**config.mk**
```make
export PLATFORM = sky130hd
export DESIGN_NAME = mc_ctrl_fsm
export DESIGN_NICKNAME = d
export VERILOG_FILES = /design/src/rtl/mc_ctrl_pkg.sv /design/src/rtl/mc_op_decode.sv /design/src/rtl/mc_state_seq.sv /design/src/rtl/mc_ctrl_gen.sv /design/src/rtl/mc_ctrl_fsm.sv
export SDC_FILE = /design/constraint.sdc
export NUM_CORES = 1
export LEC_CHECK = 0
export ABC_AREA = 0
export BUFFER_PORTS_ARGS = -buffer_cell sky130_fd_sc_hd__buf_2
export CELL_PAD_IN_SITES_DETAIL_PLACEMENT = 0
export CELL_PAD_IN_SITES_GLOBAL_PLACEMENT = 1
export CORE_MARGIN = 4
export CORE_UTILIZATION = 34
export DETAILED_ROUTE_END_ITERATION = 12
export HOLD_SLACK_MARGIN = 0.06
export PLACE_DENSITY = 0.81
export SLEW_MARGIN = 20
export SYNTH_ARGS = -nofsm -noshare
export SYNTH_HDL_FRONTEND = slang
export SYNTH_HIERARCHICAL = 1
export SYNTH_SLANG_ARGS = --single-unit
```
**constraint.sdc**
```tcl
create_clock -name clk -period 4.5 [get_ports clk]
set_clock_uncertainty 0.05 [all_clocks]
set_input_delay 0.9 -clock clk [delete_from_list [all_inputs] [get_ports clk]]
set_output_delay 0.9 -clock clk [all_outputs]
set_load 0.01 [all_outputs]
```
**src/rtl/mc_ctrl_pkg.sv**
```systemverilog
// Package: shared widths, state numbering, opcode/function constants,
// output encodings and the decoded-instruction record for the control unit.
// Assumes a 6-bit opcode and a 6-bit function field.
package mc_ctrl_pkg;

    localparam int OP_W  = 6;
    localparam int FN_W  = 6;
    localparam int ST_W  = 4;
    localparam int SEL_W = 2;

    // State numbers are fixed; the state sequence is part of the behaviour.
    typedef enum logic [ST_W-1:0] {
        ST_FETCH  = 4'd0,
        ST_DECODE = 4'd1,
        ST_ADDR   = 4'd2,
        ST_MRD    = 4'd3,
        ST_LDWB   = 4'd4,
        ST_XFER   = 4'd5,
        ST_MWR    = 4'd6,
        ST_EXEC   = 4'd7,
        ST_ALUWB  = 4'd8,
        ST_OVFX   = 4'd9,
        ST_BADX   = 4'd10
    } state_e;

    typedef enum logic [1:0] {
        PATH_ALU,
        PATH_MEM,
        PATH_XFER,
        PATH_BAD
    } path_e;

    typedef enum logic [2:0] {
        XF_J,
        XF_JAL,
        XF_JR,
        XF_SYS,
        XF_BEQ,
        XF_BNE,
        XF_BLTZ
    } xfer_e;

    typedef struct packed {
        path_e             path;
        logic              is_load;
        logic              use_rd;
        logic              use_imm;
        logic              traps;
        logic              sub;
        logic [SEL_W-1:0]  fcls;
        logic [SEL_W-1:0]  lfn;
        xfer_e             xfer;
    } dec_t;

    // Opcodes
    localparam logic [OP_W-1:0] OPC_RTYPE = 6'd0;
    localparam logic [OP_W-1:0] OPC_BLTZ  = 6'd1;
    localparam logic [OP_W-1:0] OPC_J     = 6'd2;
    localparam logic [OP_W-1:0] OPC_JAL   = 6'd3;
    localparam logic [OP_W-1:0] OPC_BEQ   = 6'd4;
    localparam logic [OP_W-1:0] OPC_BNE   = 6'd5;
    localparam logic [OP_W-1:0] OPC_ADDI  = 6'd8;
    localparam logic [OP_W-1:0] OPC_SLTI  = 6'd10;
    localparam logic [OP_W-1:0] OPC_ANDI  = 6'd12;
    localparam logic [OP_W-1:0] OPC_ORI   = 6'd13;
    localparam logic [OP_W-1:0] OPC_XORI  = 6'd14;
    localparam logic [OP_W-1:0] OPC_LUI   = 6'd15;
    localparam logic [OP_W-1:0] OPC_LW    = 6'd35;
    localparam logic [OP_W-1:0] OPC_SW    = 6'd43;

    // Function codes under opcode 0
    localparam logic [FN_W-1:0] FN_JR  = 6'd8;
    localparam logic [FN_W-1:0] FN_SYS = 6'd12;
    localparam logic [FN_W-1:0] FN_ADD = 6'd32;
    localparam logic [FN_W-1:0] FN_SUB = 6'd34;
    localparam logic [FN_W-1:0] FN_AND = 6'd36;
    localparam logic [FN_W-1:0] FN_OR  = 6'd37;
    localparam logic [FN_W-1:0] FN_XOR = 6'd38;
    localparam logic [FN_W-1:0] FN_NOR = 6'd39;
    localparam logic [FN_W-1:0] FN_SLT = 6'd42;

    // Output encodings
    localparam logic [SEL_W-1:0] PCS_JADDR = 2'd0;
    localparam logic [SEL_W-1:0] PCS_XREG  = 2'd1;
    localparam logic [SEL_W-1:0] PCS_ZREG  = 2'd2;
    localparam logic [SEL_W-1:0] PCS_ALU   = 2'd3;
    localparam logic [SEL_W-1:0] JS_JTA    = 2'd0;
    localparam logic [SEL_W-1:0] JS_SYS    = 2'd1;
    localparam logic [SEL_W-1:0] JS_TRAP   = 2'd2;
    localparam logic [SEL_W-1:0] RD_RT     = 2'd0;
    localparam logic [SEL_W-1:0] RD_RD     = 2'd1;
    localparam logic [SEL_W-1:0] RD_R31    = 2'd2;
    localparam logic [SEL_W-1:0] RIS_DATA  = 2'd0;
    localparam logic [SEL_W-1:0] RIS_Z     = 2'd1;
    localparam logic [SEL_W-1:0] RIS_PC    = 2'd2;
    localparam logic [SEL_W-1:0] AY_FOUR   = 2'd0;
    localparam logic [SEL_W-1:0] AY_YREG   = 2'd1;
    localparam logic [SEL_W-1:0] AY_IMM    = 2'd2;
    localparam logic [SEL_W-1:0] AY_IMM4   = 2'd3;
    localparam logic [SEL_W-1:0] FC_LUI    = 2'd0;
    localparam logic [SEL_W-1:0] FC_SLT    = 2'd1;
    localparam logic [SEL_W-1:0] FC_ARITH  = 2'd2;
    localparam logic [SEL_W-1:0] FC_LOGIC  = 2'd3;
    localparam logic [SEL_W-1:0] LF_AND    = 2'd0;
    localparam logic [SEL_W-1:0] LF_OR     = 2'd1;
    localparam logic [SEL_W-1:0] LF_XOR    = 2'd2;
    localparam logic [SEL_W-1:0] LF_NOR    = 2'd3;

endpackage

```
**src/rtl/mc_op_decode.sv**
```systemverilog
// Instruction decoder: turns the opcode and function fields into the
// path the instruction takes and the ALU settings it needs.
// Purely combinational; assumes the fields are stable after fetch.
module mc_op_decode
    import mc_ctrl_pkg::*;
(
    input  logic [OP_W-1:0] opcode,
    input  logic [FN_W-1:0] funct,
    output dec_t            dec
);

    // Classify the instruction and select its ALU fields.
    always_comb begin
        dec      = '0;
        dec.path = PATH_BAD;
        dec.xfer = XF_J;
        case (opcode)
            OPC_RTYPE: begin
                dec.use_rd = 1'b1;
                case (funct)
                    FN_ADD: begin
                        dec.path  = PATH_ALU;
                        dec.traps = 1'b1;
                        dec.fcls  = FC_ARITH;
                    end
                    FN_SUB: begin
                        dec.path  = PATH_ALU;
                        dec.traps = 1'b1;
                        dec.sub   = 1'b1;
                        dec.fcls  = FC_ARITH;
                    end
                    FN_SLT: begin
                        dec.path = PATH_ALU;
                        dec.sub  = 1'b1;
                        dec.fcls = FC_SLT;
                    end
                    FN_AND: begin
                        dec.path = PATH_ALU;
                        dec.fcls = FC_LOGIC;
                        dec.lfn  = LF_AND;
                    end
                    FN_OR: begin
                        dec.path = PATH_ALU;
                        dec.fcls = FC_LOGIC;
                        dec.lfn  = LF_OR;
                    end
                    FN_XOR: begin
                        dec.path = PATH_ALU;
                        dec.fcls = FC_LOGIC;
                        dec.lfn  = LF_XOR;
                    end
                    FN_NOR: begin
                        dec.path = PATH_ALU;
                        dec.fcls = FC_LOGIC;
                        dec.lfn  = LF_NOR;
                    end
                    FN_JR: begin
                        dec.path = PATH_XFER;
                        dec.xfer = XF_JR;
                    end
                    FN_SYS: begin
                        dec.path = PATH_XFER;
                        dec.xfer = XF_SYS;
                    end
                    default: dec.path = PATH_BAD;
                endcase
            end
            OPC_LUI: begin
                dec.path    = PATH_ALU;
                dec.use_imm = 1'b1;
                dec.fcls    = FC_LUI;
            end
            OPC_ADDI: begin
                dec.path    = PATH_ALU;
                dec.use_imm = 1'b1;
                dec.traps   = 1'b1;
                dec.fcls    = FC_ARITH;
            end
            OPC_SLTI: begin
                dec.path    = PATH_ALU;
                dec.use_imm = 1'b1;
                dec.sub     = 1'b1;
                dec.fcls    = FC_SLT;
            end
            OPC_ANDI: begin
                dec.path    = PATH_ALU;
                dec.use_imm = 1'b1;
                dec.fcls    = FC_LOGIC;
                dec.lfn     = LF_AND;
            end
            OPC_ORI: begin
                dec.path    = PATH_ALU;
                dec.use_imm = 1'b1;
                dec.fcls    = FC_LOGIC;
                dec.lfn     = LF_OR;
            end
            OPC_XORI: begin
                dec.path    = PATH_ALU;
                dec.use_imm = 1'b1;
                dec.fcls    = FC_LOGIC;
                dec.lfn     = LF_XOR;
            end
            OPC_LW: begin
                dec.path    = PATH_MEM;
                dec.is_load = 1'b1;
            end
            OPC_SW:   dec.path = PATH_MEM;
            OPC_J: begin
                dec.path = PATH_XFER;
                dec.xfer = XF_J;
            end
            OPC_JAL: begin
                dec.path = PATH_XFER;
                dec.xfer = XF_JAL;
            end
            OPC_BEQ: begin
                dec.path = PATH_XFER;
                dec.xfer = XF_BEQ;
            end
            OPC_BNE: begin
                dec.path = PATH_XFER;
                dec.xfer = XF_BNE;
            end
            OPC_BLTZ: begin
                dec.path = PATH_XFER;
                dec.xfer = XF_BLTZ;
            end
            default: dec.path = PATH_BAD;
        endcase
    end

endmodule

```
**src/rtl/mc_state_seq.sv**
```systemverilog
// State sequencer: holds the control state and picks the next one from
// the decoded path, the load/store kind and the ALU overflow flag.
// Synchronous active-low reset to the fetch state.
module mc_state_seq
    import mc_ctrl_pkg::*;
(
    input  logic   clk,
    input  logic   rst_n,
    input  dec_t   dec,
    input  logic   alu_ovf,
    output state_e state
);

    state_e nxt;

    // Next-state selection.
    always_comb begin
        case (state)
            ST_FETCH:  nxt = ST_DECODE;
            ST_DECODE: begin
                case (dec.path)
                    PATH_ALU:  nxt = ST_EXEC;
                    PATH_MEM:  nxt = ST_ADDR;
                    PATH_XFER: nxt = ST_XFER;
                    default:   nxt = ST_BADX;
                endcase
            end
            ST_ADDR:   nxt = dec.is_load ? ST_MRD : ST_MWR;
            ST_MRD:    nxt = ST_LDWB;
            ST_EXEC:   nxt = (dec.traps && alu_ovf) ? ST_OVFX : ST_ALUWB;
            default:   nxt = ST_FETCH;
        endcase
    end

    // State register.
    always_ff @(posedge clk) begin
        if (!rst_n) state <= ST_FETCH;
        else        state <= nxt;
    end

endmodule

```
**src/rtl/mc_ctrl_gen.sv**
```systemverilog
// Control output generator: drives every datapath select and enable from
// the current state, jointly with the decoded instruction in the execute,
// transfer and writeback states. Combinational.
module mc_ctrl_gen
    import mc_ctrl_pkg::*;
(
    input  state_e           state,
    input  dec_t             dec,
    input  logic             alu_zero,
    input  logic             alu_sign,
    output logic             pc_wr,
    output logic [SEL_W-1:0] pc_src,
    output logic [SEL_W-1:0] jmp_sel,
    output logic             inst_data,
    output logic             mem_rd,
    output logic             mem_wr,
    output logic             ir_wr,
    output logic             reg_wr,
    output logic [SEL_W-1:0] reg_dst,
    output logic [SEL_W-1:0] reg_in_src,
    output logic             alu_x_sel,
    output logic [SEL_W-1:0] alu_y_sel,
    output logic             add_sub,
    output logic [SEL_W-1:0] logic_fn,
    output logic [SEL_W-1:0] fn_class,
    output logic             epc_wr
);

    // Per-state control settings; all outputs idle unless set below.
    always_comb begin
        pc_wr      = 1'b0;
        pc_src     = PCS_JADDR;
        jmp_sel    = JS_JTA;
        inst_data  = 1'b0;
        mem_rd     = 1'b0;
        mem_wr     = 1'b0;
        ir_wr      = 1'b0;
        reg_wr     = 1'b0;
        reg_dst    = RD_RT;
        reg_in_src = RIS_DATA;
        alu_x_sel  = 1'b0;
        alu_y_sel  = AY_FOUR;
        add_sub    = 1'b0;
        logic_fn   = LF_AND;
        fn_class   = FC_LUI;
        epc_wr     = 1'b0;
        case (state)
            ST_FETCH: begin
                mem_rd   = 1'b1;
                ir_wr    = 1'b1;
                fn_class = FC_ARITH;
                pc_src   = PCS_ALU;
                pc_wr    = 1'b1;
            end
            ST_DECODE: begin
                alu_y_sel = AY_IMM4;
                fn_class  = FC_ARITH;
            end
            ST_ADDR: begin
                alu_x_sel = 1'b1;
                alu_y_sel = AY_IMM;
                fn_class  = FC_ARITH;
            end
            ST_MRD: begin
                inst_data = 1'b1;
                mem_rd    = 1'b1;
            end
            ST_LDWB: begin
                reg_wr     = 1'b1;
                reg_dst    = RD_RT;
                reg_in_src = RIS_DATA;
            end
            ST_MWR: begin
                inst_data = 1'b1;
                mem_wr    = 1'b1;
            end
            ST_XFER: begin
                alu_x_sel = 1'b1;
                alu_y_sel = AY_YREG;
                add_sub   = 1'b1;
                fn_class  = FC_ARITH;
                case (dec.xfer)
                    XF_J: begin
                        pc_src = PCS_JADDR;
                        pc_wr  = 1'b1;
                    end
                    XF_JAL: begin
                        pc_src     = PCS_JADDR;
                        pc_wr      = 1'b1;
                        reg_wr     = 1'b1;
                        reg_dst    = RD_R31;
                        reg_in_src = RIS_PC;
                    end
                    XF_JR: begin
                        pc_src = PCS_XREG;
                        pc_wr  = 1'b1;
                    end
                    XF_SYS: begin
                        pc_src  = PCS_JADDR;
                        jmp_sel = JS_SYS;
                        pc_wr   = 1'b1;
                    end
                    XF_BEQ: begin
                        pc_src = PCS_ZREG;
                        pc_wr  = alu_zero;
                    end
                    XF_BNE: begin
                        pc_src = PCS_ZREG;
                        pc_wr  = !alu_zero;
                    end
                    XF_BLTZ: begin
                        pc_src = PCS_ZREG;
                        pc_wr  = alu_sign;
                    end
                    default: pc_wr = 1'b0;
                endcase
            end
            ST_EXEC: begin
                alu_x_sel = 1'b1;
                alu_y_sel = dec.use_imm ? AY_IMM : AY_YREG;
                add_sub   = dec.sub;
                fn_class  = dec.fcls;
                logic_fn  = dec.lfn;
            end
            ST_ALUWB: begin
                reg_wr     = 1'b1;
                reg_in_src = RIS_Z;
                reg_dst    = dec.use_rd ? RD_RD : RD_RT;
            end
            ST_OVFX, ST_BADX: begin
                epc_wr  = 1'b1;
                pc_wr   = 1'b1;
                pc_src  = PCS_JADDR;
                jmp_sel = JS_TRAP;
            end
            default: pc_wr = 1'b0;
        endcase
    end

endmodule

```
**src/rtl/mc_ctrl_fsm.sv**
```systemverilog
// Top of the multicycle control unit: decoder, state sequencer and output
// generator. Assumes opcode/funct come from the instruction register and
// the ALU flags are valid in the cycle that uses them.
module mc_ctrl_fsm
    import mc_ctrl_pkg::*;
(
    input  logic             clk,
    input  logic             rst_n,
    input  logic [OP_W-1:0]  opcode,
    input  logic [FN_W-1:0]  funct,
    input  logic             alu_zero,
    input  logic             alu_sign,
    input  logic             alu_ovf,
    output logic             pc_wr,
    output logic [SEL_W-1:0] pc_src,
    output logic [SEL_W-1:0] jmp_sel,
    output logic             inst_data,
    output logic             mem_rd,
    output logic             mem_wr,
    output logic             ir_wr,
    output logic             reg_wr,
    output logic [SEL_W-1:0] reg_dst,
    output logic [SEL_W-1:0] reg_in_src,
    output logic             alu_x_sel,
    output logic [SEL_W-1:0] alu_y_sel,
    output logic             add_sub,
    output logic [SEL_W-1:0] logic_fn,
    output logic [SEL_W-1:0] fn_class,
    output logic             epc_wr
);

    dec_t   dec;
    state_e state;

    mc_op_decode u_dec (
        .opcode (opcode),
        .funct  (funct),
        .dec    (dec)
    );

    mc_state_seq u_seq (
        .clk     (clk),
        .rst_n   (rst_n),
        .dec     (dec),
        .alu_ovf (alu_ovf),
        .state   (state)
    );

    mc_ctrl_gen u_gen (
        .state      (state),
        .dec        (dec),
        .alu_zero   (alu_zero),
        .alu_sign   (alu_sign),
        .pc_wr      (pc_wr),
        .pc_src     (pc_src),
        .jmp_sel    (jmp_sel),
        .inst_data  (inst_data),
        .mem_rd     (mem_rd),
        .mem_wr     (mem_wr),
        .ir_wr      (ir_wr),
        .reg_wr     (reg_wr),
        .reg_dst    (reg_dst),
        .reg_in_src (reg_in_src),
        .alu_x_sel  (alu_x_sel),
        .alu_y_sel  (alu_y_sel),
        .add_sub    (add_sub),
        .logic_fn   (logic_fn),
        .fn_class   (fn_class),
        .epc_wr     (epc_wr)
    );

endmodule

```
==> results.md <==
- Register bank with the most flops: u_seq/state
- P per Cell Area: 270 nW/um^2
- Max reg flops: 4
- Setup slack at placement: about 0.87 ns
- Routability cong.: between 0.8 and 0.9
- Internal power of the cells: 0.000158 W
- Leakage power: between 0.4 and 0.5 nW
- Peak supply drop: around 0.2 mV
- Count of flip-flops with a built-in enable after synthesis: 0
- Total number of vias: ~1.1k
- Number of warnings printed during yosys synthesis: 6
- Biggest registers after layout: u_seq/state (4)
- Cell with the most instances after synthesis: sky130_fd_sc_hd__nor2_1
- Cell accounting for the most synthesized area: sky130_fd_sc_hd__dfxtp_1
- Sort of element at the start of the critical path: primary input
- Cells taking the most area after synthesis: sky130_fd_sc_hd__dfxtp_1 8.6%, sky130_fd_sc_hd__nor2_1 6.8%, sky130_fd_sc_hd__nor2b_1 6.0%, sky130_fd_sc_hd__a21oi_1 5.4%, sky130_fd_sc_hd__buf_6 4.8%
- Worst min path class: reg2reg
- Endpoint class of the critical path: output port
- Clock root buffer: sky130_fd_sc_hd__clkbuf_4
- Total wire length after detailed routing: approximately 2.6 mm
- Number of ports placed on the die boundary: 40
- Final non-filler cell total: between 200 and 250
- Ratio of cells with drive above 1 in the final layout: 33.9%
- Row count: 18
- Share of synthesized registers carrying an async set or reset: 0%
- Unrepaired setup endpoints after global routing: false
- Total Die Area: 3650 sq um
- Initial standard-cell utilization of the core: 36.7%
- Skew-Pair Late Insertion Delay: 0.23 ns
- Hold buffer count at cts: 0
- Synthesized cell area: slightly above 900 sq um
- Synthesized instance count: around 140
- Gr usage total: approximately 14%
- Initial antenna violation count: 0
- Worst reg-to-reg setup slack: 3.07 ns
- Floorplan Core Area: around 2500 sq um
- Maximum clock insertion buffer count: 2
- Share of the clock period used by the worst path: between 80 and 90%
- Area of the multi-input gates: between 700 and 800 sq um
- Placed wire-length estimate after detailed placement: around 2.0 mm
- Share of power burned in combinational logic: around three fifths
- Width of the die: 60.4 microns
- Sequential cell fraction of total power: between 20% and 30%
- Number of distinct library cells after synthesis: 44
- Worst path required time: between 3 and 4 ns
- Total placed instance area: about 1100 sq um
- Ys flop type: sky130_fd_sc_hd__dfxtp_1
- Initial DRC Count: 44
- Type of the worst setup path: in2out
- Share of the yosys chip area belonging to registers: about 8.6%
- Number of global-route vias before repair: just over 900
- Signed area change from the synthesized netlist to the final layout: 19.7%
- Core utilization of the finished layout: 43.9%
- Net switching power: around 0.00014 W
- Total Neg Setup Slack: 0 ns
- Die Ht: between 60 and 70 microns
- Highest attainable clock frequency: between 200 and 300 MHz
- CTS Sinks: 4
- Depth of the worst hold-timing path: 2
- Post-route cell area: roughly 1100 sq um
- DRC errors left: 0
- Result of the run: finished clean
- Wire length of the first global-routing pass: 4.06 mm
- Synthesized area divided by synthesized cell count: around 6.8 sq um
- Number of max-slew violations in the final report: 0
- Most frequent cells after synthesis: 17 x sky130_fd_sc_hd__nor2_1, 10 x sky130_fd_sc_hd__a21oi_1, 10 x sky130_fd_sc_hd__nand2_1
- GRT overflow: 0
- Number of nets in the layout: 190
- Maxcap violations: 0
- H-tree levels: 1
- Portion of synthesized cell area occupied by the leading cell type: roughly 8.6%
- Inserted Diodes: 0
- Net switching fraction of the power: 47.6%
- Cell count after placement: roughly 200
- Filler Cell Count: roughly 280
- Synthesized Nets: about 160
- Maximum number of pins on one net before global-route repair: 24
- Storage element area: 80.1 sq um
- FF+latch count, synth: 4
- Final Hold Viols: 0
- Period minus WS final: about 3.6 ns
- Number of post-CTS setup repair buffers: 0
- Transition at the pin with the smallest max-transition slack: ~0.77 ns
- Detailed Routing Iterations Pass 1: 4
- Number of buffers added on ports: 39
- Largest fanout on the critical path: 5
- Clock input transition at the sequential cells of the worst setup and hold paths: 0.04 ns
- Setup Viol. Count Final: 0
- Count of nets left with antenna violations after detail routing: 0
- Final Worst Setup Slack: around 0.86 ns
- Data arrival time of the worst path: approximately 2.7 ns
- CTS resizes: 0
- Number of CTS-inserted buffers: 3
- TritonCTS clock tree: built
- Final routed wire length divided by cell count: 12.9 microns
- Worst-case reg-to-reg path depth: 3
- Average via count per standard cell: 5.52
- Relative max-transition margin: between 40% and 50%
- Clock Power Share: ~14%
[power groups by stage]
| stage | clock [W] | combinational (W) | sequential, W |
|---|---|---|---|
| after floorplan | 0 | 0.000149 | 0.0000549 |
| after global placement | 0 | 0.000178 | 0.0000785 |
| after detailed placement | 0 | 0.000179 | 0.0000788 |
| after CTS | 0.0000445 | 0.000180 | 0.0000785 |
| after global routing | 0.0000485 | 0.000200 | 0.0000826 |
| final | 0.0000430 | 0.000180 | 0.0000789 |
[worst max-delay path, cell delays in order]
cell and delay, ns:
sky130_fd_sc_hd__buf_2 0.12, sky130_fd_sc_hd__nand2b_1 0.15, sky130_fd_sc_hd__nor4_2 0.27, sky130_fd_sc_hd__nand3_1 0.13, sky130_fd_sc_hd__a21oi_1 0.34, sky130_fd_sc_hd__nor4b_2 0.26
sky130_fd_sc_hd__nand3_1 0.15, sky130_fd_sc_hd__o32ai_1 0.19, sky130_fd_sc_hd__buf_2 0.19
[cell usage in the layout (no fill, tap or decap), types with 2 or more instances in the layout]
cell type                  Yosys  routed
sky130_fd_sc_hd__nand3b_1      4       4
sky130_fd_sc_hd__nor2b_1       9       9
sky130_fd_sc_hd__inv_1         4       4
sky130_fd_sc_hd__clkbuf_4      0       3
sky130_fd_sc_hd__a21oi_1      10      10
sky130_fd_sc_hd__nand3_1       6       6
sky130_fd_sc_hd__dfxtp_1       4       4
sky130_fd_sc_hd__a31o_2        2       2
sky130_fd_sc_hd__and2_1        6       6
sky130_fd_sc_hd__o32ai_1       2       2
sky130_fd_sc_hd__xnor2_1       3       3
sky130_fd_sc_hd__a22o_1        2       2
sky130_fd_sc_hd__nand2b_1      7       7
sky130_fd_sc_hd__o21ai_2       2       2
sky130_fd_sc_hd__a31oi_1       2       2
sky130_fd_sc_hd__nand2_1      10      10
sky130_fd_sc_hd__nor2_2        2       2
sky130_fd_sc_hd__buf_2         3      39
sky130_fd_sc_hd__nor4_1        2       2
sky130_fd_sc_hd__nor3_1        7       7
sky130_fd_sc_hd__nor2_1       17      17
sky130_fd_sc_hd__nor3_2        2       2
sky130_fd_sc_hd__o21ai_0       4       4
sky130_fd_sc_hd__and3_1        3       3
[cell type report]
class | count | area share (%)
Sequential cell | 4 | 7.17
Tap cell | 30 | 3.36
Multi-Input combinational cell | 120 | 68.0
Clock buffer | 3 | 2.02
Inverter | 4 | 1.34
Timing Repair Buffer | 40 | 18.1
[routing by layer]
metal / global-route usage (%) / share of wire, %
met1: 19.8 / 47
met2: 23.6 / 46
met3: 1.06 / 7.4
met4: 2.53 / 0
met5: 0 / 0
[final timing paths]
| check | startpoint | endpoint |
|---|---|---|
| setup reg to reg | u_seq/state[3] | u_seq/state[0] |
| hold / removal | u_seq/state[2] | u_seq/state[3] |
| setup / recovery | funct[1] | reg_wr |
| hold reg to reg | u_seq/state[2] | u_seq/state[3] |
[stage by stage]
stage | power, W | hold WS, ns
floorplan | 0.000204 | 0.449
global placement | 0.000257 | 0.644
detailed placement | 0.000258 | 0.656
CTS | 0.000303 | 0.659
global route | 0.000331 | 0.706
finish | 0.000302 | 0.654
[cell families (layout without fill, tap and decap cells)]
kind of cell	Yosys count	after routing	synth area share (%)
flops	4	4	8.58
buf+inv	14	47	10.1
simple gates	85	85	55.1
compound gates	32	32	23.5
xor+xnor	3	3	2.82
Note: power is estimated with default switching activity, not from simulation.
